<file path="config.mk">
export PLATFORM = sky130hd
export DESIGN_NAME = pport_owner_mux
export DESIGN_NICKNAME = d
export VERILOG_FILES = /design/src/rtl/pport_owner_mux.sv
export SDC_FILE = /design/constraint.sdc
export NUM_CORES = 1
export LEC_CHECK = 0
export BUFFER_PORTS_ARGS = -buffer_cell sky130_fd_sc_hd__buf_4
export CAP_MARGIN = 15
export CORE_UTILIZATION = 47
export CTS_CLUSTER_SIZE = 40
export DETAILED_ROUTE_END_ITERATION = 10
export PLACE_DENSITY = 0.9
export SLEW_MARGIN = 40
export SYNTH_ARGS = -nofsm -noshare
export SYNTH_HDL_FRONTEND = slang
export SYNTH_SLANG_ARGS = --single-unit
</file>
<file path="constraint.sdc">
create_clock -name clk -period 1.7 [get_ports clk]
set_input_delay 0.17 -clock clk [delete_from_list [all_inputs] [get_ports clk]]
set_output_delay 0.17 -clock clk [all_outputs]
set_load 0.03 [all_outputs]
</file>
<file path="src/rtl/pport_owner_mux.sv">
module pport_owner_mux #(
  parameter int DW = 8,
  parameter int CW = 4,
  parameter int SW = 5
) (
  input  logic          clk,
  input  logic          rst_n,
  input  logic          pgood,
  input  logic          assist,
  input  logic          cfg_a,
  input  logic          cfg_b,
  input  logic [1:0]    bus_addr,
  input  logic          bus_we,
  input  logic [DW-1:0] bus_wdata,
  output logic [DW-1:0] bus_rdata,
  input  logic [DW-1:0] fdc_data_o,
  input  logic          fdc_data_oe,
  input  logic [CW-1:0] fdc_ctl_o,
  input  logic          fdc_pwrdn,
  output logic [DW-1:0] fdc_data_i,
  output logic [SW-1:0] fdc_stat_i,
  input  logic [DW-1:0] host_data_o,
  input  logic          host_data_oe,
  input  logic [CW-1:0] host_ctl_o,
  input  logic          host_pwrdn,
  output logic [DW-1:0] host_data_i,
  output logic [SW-1:0] host_stat_i,
  input  logic [DW-1:0] pin_data_i,
  output logic [DW-1:0] pin_data_o,
  output logic [DW-1:0] pin_data_oe,
  output logic [CW-1:0] pin_ctl_o,
  output logic          pin_ctl_oe,
  input  logic [SW-1:0] pin_stat_i,
  output logic [1:0]    owner
);

  localparam logic [1:0] OWN_MCU  = 2'd0;
  localparam logic [1:0] OWN_FDC  = 2'd1;
  localparam logic [1:0] OWN_HOST = 2'd2;

  logic [1:0]    own_q, own_d;
  logic [DW-1:0] dat_q, dir_q, dir_nx, doe_d;
  logic [CW-1:0] ctl_q;
  logic          coe_d;

  assign own_d  = !assist ? OWN_MCU : (cfg_a ^ cfg_b) ? OWN_FDC : OWN_HOST;
  assign dir_nx = (bus_we && bus_addr == 2'd1) ? bus_wdata : dir_q;

  always_comb begin
    case (own_d)
      OWN_MCU: begin
        doe_d = ~dir_nx;
        coe_d = 1'b1;
      end
      OWN_FDC: begin
        doe_d = {DW{fdc_data_oe & ~fdc_pwrdn}};
        coe_d = ~fdc_pwrdn;
      end
      default: begin
        doe_d = {DW{host_data_oe & ~host_pwrdn}};
        coe_d = ~host_pwrdn;
      end
    endcase
    if (!pgood) begin
      doe_d = '0;
      coe_d = 1'b0;
    end
  end

  always_ff @(posedge clk or negedge rst_n) begin
    if (!rst_n) begin
      own_q       <= OWN_MCU;
      dat_q       <= '0;
      dir_q       <= '1;
      ctl_q       <= '0;
      pin_data_oe <= '0;
      pin_ctl_oe  <= 1'b0;
    end else begin
      own_q       <= own_d;
      dir_q       <= dir_nx;
      pin_data_oe <= doe_d;
      pin_ctl_oe  <= coe_d;
      if (bus_we && bus_addr == 2'd0) dat_q <= bus_wdata;
      if (bus_we && bus_addr == 2'd2) ctl_q <= bus_wdata[CW-1:0];
    end
  end

  always_comb begin
    case (own_q)
      OWN_MCU: begin
        pin_data_o = dat_q;
        pin_ctl_o  = ctl_q;
      end
      OWN_FDC: begin
        pin_data_o = fdc_data_o;
        pin_ctl_o  = fdc_ctl_o;
      end
      default: begin
        pin_data_o = host_data_o;
        pin_ctl_o  = host_ctl_o;
      end
    endcase
  end

  assign fdc_data_i  = (own_q == OWN_FDC)  ? pin_data_i : '1;
  assign fdc_stat_i  = (own_q == OWN_FDC)  ? pin_stat_i : '0;
  assign host_data_i = (own_q == OWN_HOST) ? pin_data_i : '1;
  assign host_stat_i = (own_q == OWN_HOST) ? pin_stat_i : '0;
  assign owner       = own_q;

  always_comb begin
    bus_rdata = '0;
    case (bus_addr)
      2'd0: bus_rdata = (own_q == OWN_MCU) ? pin_data_i : '1;
      2'd1: bus_rdata = dir_q;
      2'd2: bus_rdata[CW-1:0] = ctl_q;
      default: if (own_q == OWN_MCU) bus_rdata[SW-1:0] = pin_stat_i;
    endcase
  end

endmodule


</file>
==> metrics.md <==
| Metric | Value |
|---|---|
| Status | `finished with violations` |
| Failing checks | `negative setup slack` |
| Worst path max stage delay | `420 ps` |
| Maximum buffer depth of the clock tree | `2` |
| Largest net degree at the start of global routing | `32` |
| Placed cell area | `2870 um^2` |
| Area leader, netlist | `dfrtp_1` |
| Post-route ant nets | `0` |
| Kind of critical path | `reg2out` |
| Synth Warn # | `0` |
| # Max-Cap Violations | `0` |
| Ant diodes | `0` |
| Sequential-to-total area share from yosys stat | `39.8%` |
| Synth top area share | `29.2%` |
| TritonCTS buffer count | `5` |
| WP data arrival | `1670 ps` |
| Synth-to-Final Area Change | `57.8%` |
| PortBufs | `114` |
| Crit path buf inv count | `1` |
| CP max stage cell | `dfrtp_1` |
| Drt drc | `0` |
| Sequence of cells on the critical path | `and4bb_2, a222oi_1, nand2_1, buf_6` |
| Design area | `3110 um^2` |
| Top post-synthesis cells by count | `dfrtp_1 (23), and2_1 (21), nand2b_1 (18), o21ai_0 (18), nand2_1 (17)` |
| Slew @ Worst Pin | `539 ps` |
| Non-Filler Instances | `370` |
| Max-slew headroom | `64.0%` |
| Worst setup EP type | `primary output` |
| Worst R2R Setup Slack | `760 ps` |
| Final Slew Violations | `0` |
| FP Rows | `23` |
| Type of origin of the critical path | `register` |
| Routed Wire Length | `5930 um` |
| Synth area leaders | `dfrtp_1 (29%), dfstp_2 (11%), and2_1 (6.7%), mux2i_1 (6.1%), nand2b_1 (5.7%)` |
| WL met3 | `468 um` |
| Hold Fails Final Rpt | `0` |
| CP required | `1530 ps` |
| CTS H-tree depth | `2` |
| Post-layout min period | `1840 ps` |
| RD Place Congestion | `0.828` |
| Die area | `4460 um^2` |
| Total gr overflow | `0` |
| DRT met1 WL | `2260 um` |
| Starting DRT DRC Count | `89` |
| Clk Latency, worst-skew pair | `280 ps` |
| Layout cells sized above 1 | `53.4%` |
| Synthesized area | `1970 um^2` |
| Syn Area/Cell | `9.87 um^2` |
| Clock sinks | `31` |
| Vias per std cell | `5.44` |
| I/O pins | `115` |
| Peak supply drop | `0.564 mV` |
| Vias post-DR | `2012` |
| Die X | `66.8 um` |
| Fill cell count | `266` |
| Number of flops mapped to enable cells by yosys | `0` |
| CP top delay family | `simple AND/OR/NAND/NOR gates` |
| Synth async-reset ratio | `100%` |
| Final setup TNS | `-518 ps` |
| Yosys cell types | `33` |
| CTS tree | `done` |
| First-pass detailed-route iteration total | `4` |
| Clk Tree Root Cell | `clkbuf_8` |
| Reg clk slew, reported paths | `70 ps` |
| Worst hold margin | `68.7 ps` |
| Yosys reg bits | `31` |
| Most frequent cell after synthesis | `dfrtp_1` |
| Initial antenna violation count | `0` |
| Routed len/inst | `16.0 um` |
| PwrDens | `846 nW/um^2` |
| Lkg Pwr | `1.47 nW` |
| DPL Wire Length | `4430 um` |
| # setup viols final | `9` |
| Number of global-route vias before repair | `1953` |
| Post-Syn Instances | `200` |
| F_max | `0.545 GHz` |
| Period utilization | `108%` |
| Min-Delay Path Class | `in2reg` |
| Top layer reached by signal wires | `met4` |
| Critical Path Fanout Max | `4` |
| GRT Util Overall | `27.6%` |
| Unrepaired setup endpoints after global routing | `true` |
| Initial Util | `49.0%` |
| Core area | `4030 um^2` |
| Nets | `377` |
| Worst Skew | `5.86 ps` |
| # placed instances | `353` |
| Worst Setup Slack, final | `-136 ps` |
| Most used DFF post-synth | `dfrtp_1` |
| Syn Nets | `258` |
| DR WL met2 | `3080 um` |
| Die Span Y | `66.8 um` |
| First-pass GRT wire length | `8970 um` |
## cell families after synthesis
logic type	after synthesis	share of synthesized area, %
and+or+nand+nor	70	20.5
buffers and inverters	20	5.45
muxes	24	12.9
DFF	31	39.8
xor gates and xnor gates	2	0.888
AOI/OAI and AO/OA	53	20.4
## where the power goes
group	total (mW)	internal [mW]	switching, mW
clock	0.595	0.326	0.269
combinational	1.09	0.492	0.595
sequential	0.951	0.870	0.0812
total	2.63	1.69	0.945
## layer usage
metal  vias to the layer above  track usage [%]
li1                        957                -
met1                       954             30.8
met2                        89             48.2
met3                        12             8.39
met4                         0             11.2
met5                         -                0
## flip-flops by register name (all words and copies together) (netlist names)
name         count
dat_q            8
dir_q            8
pin_data_oe      8
ctl_q            4
owner            2
pin_ctl_oe       1
## cell type report
cell class                      instances  area (um^2)  area share [%]
Clock buffer                            7         86.3            2.77
Clock inverter                          1         5.00           0.161
Inverter                                5         18.8           0.603
Multi-Input combinational cell        150         1160            37.3
Sequential cell                        31          787            25.3
Tap cell                               50         62.6            2.01
Timing Repair Buffer                  126          991            31.8
## cell usage in the layout (no fill, tap or decap), types with 2 or more instances in the layout
| master | n |
|---|---|
| a221oi_1 | 10 |
| a221oi_2 | 2 |
| a222oi_1 | 3 |
| a22o_1 | 8 |
| and2_1 | 16 |
| and2_2 | 5 |
| buf_4 | 116 |
| buf_6 | 8 |
| clkbuf_8 | 6 |
| dfrtp_1 | 22 |
| dfstp_2 | 8 |
| inv_1 | 5 |
| mux2_1 | 8 |
| mux2_2 | 4 |
| mux2i_1 | 11 |
| nand2_1 | 17 |
| nand2b_1 | 18 |
| nor2_1 | 3 |
| nor2b_1 | 2 |
| nor2b_4 | 3 |
| o21a_1 | 8 |
| o21ai_0 | 3 |
| o21ai_1 | 6 |
| o21ai_2 | 9 |
## path summary, 6_finish.rpt
kind	start	cells after the start	end
hold / removal	host_pwrdn	2	pin_ctl_oe$_DFF_PN0_
max in group asynchronous	rst_n	2	dir_q[1]$_DFF_PN1_
setup reg to reg	dir_q[0]$_DFF_PN1_	2	pin_data_oe[0]$_DFF_PN0_
setup / recovery	owner[1]$_DFF_PN0_	4	bus_rdata[2]
min in group asynchronous	rst_n	2	pin_data_oe[1]$_DFF_PN0_
hold reg to reg	dat_q[2]$_DFFE_PN0P_	1	dat_q[2]$_DFFE_PN0P_
## metrics by stage
stage	total power, mW	util, %	setup WS (ps)
2_1_floorplan	1.57	-	-104
3_3_place_gp	1.95	71.1	131
3_5_place_dp	1.98	71.1	94.3
4_1_cts	2.58	74.9	-68.0
5_1_grt	2.75	77.3	-218
6_report	2.63	77.3	-136
## what timing repair did
item / 4_1_cts / 5_1_grt
setup endpoints to repair: 29 / 33
gates resized for setup: 6 / 22
hold buffers: 1 / 0
cloned: 0 / 1
buffers inserted: 4 / 3
pin swaps: 3 / 2
endpoints found under the hold margin: 23 / 0
(Power assumes the default switching activity.)
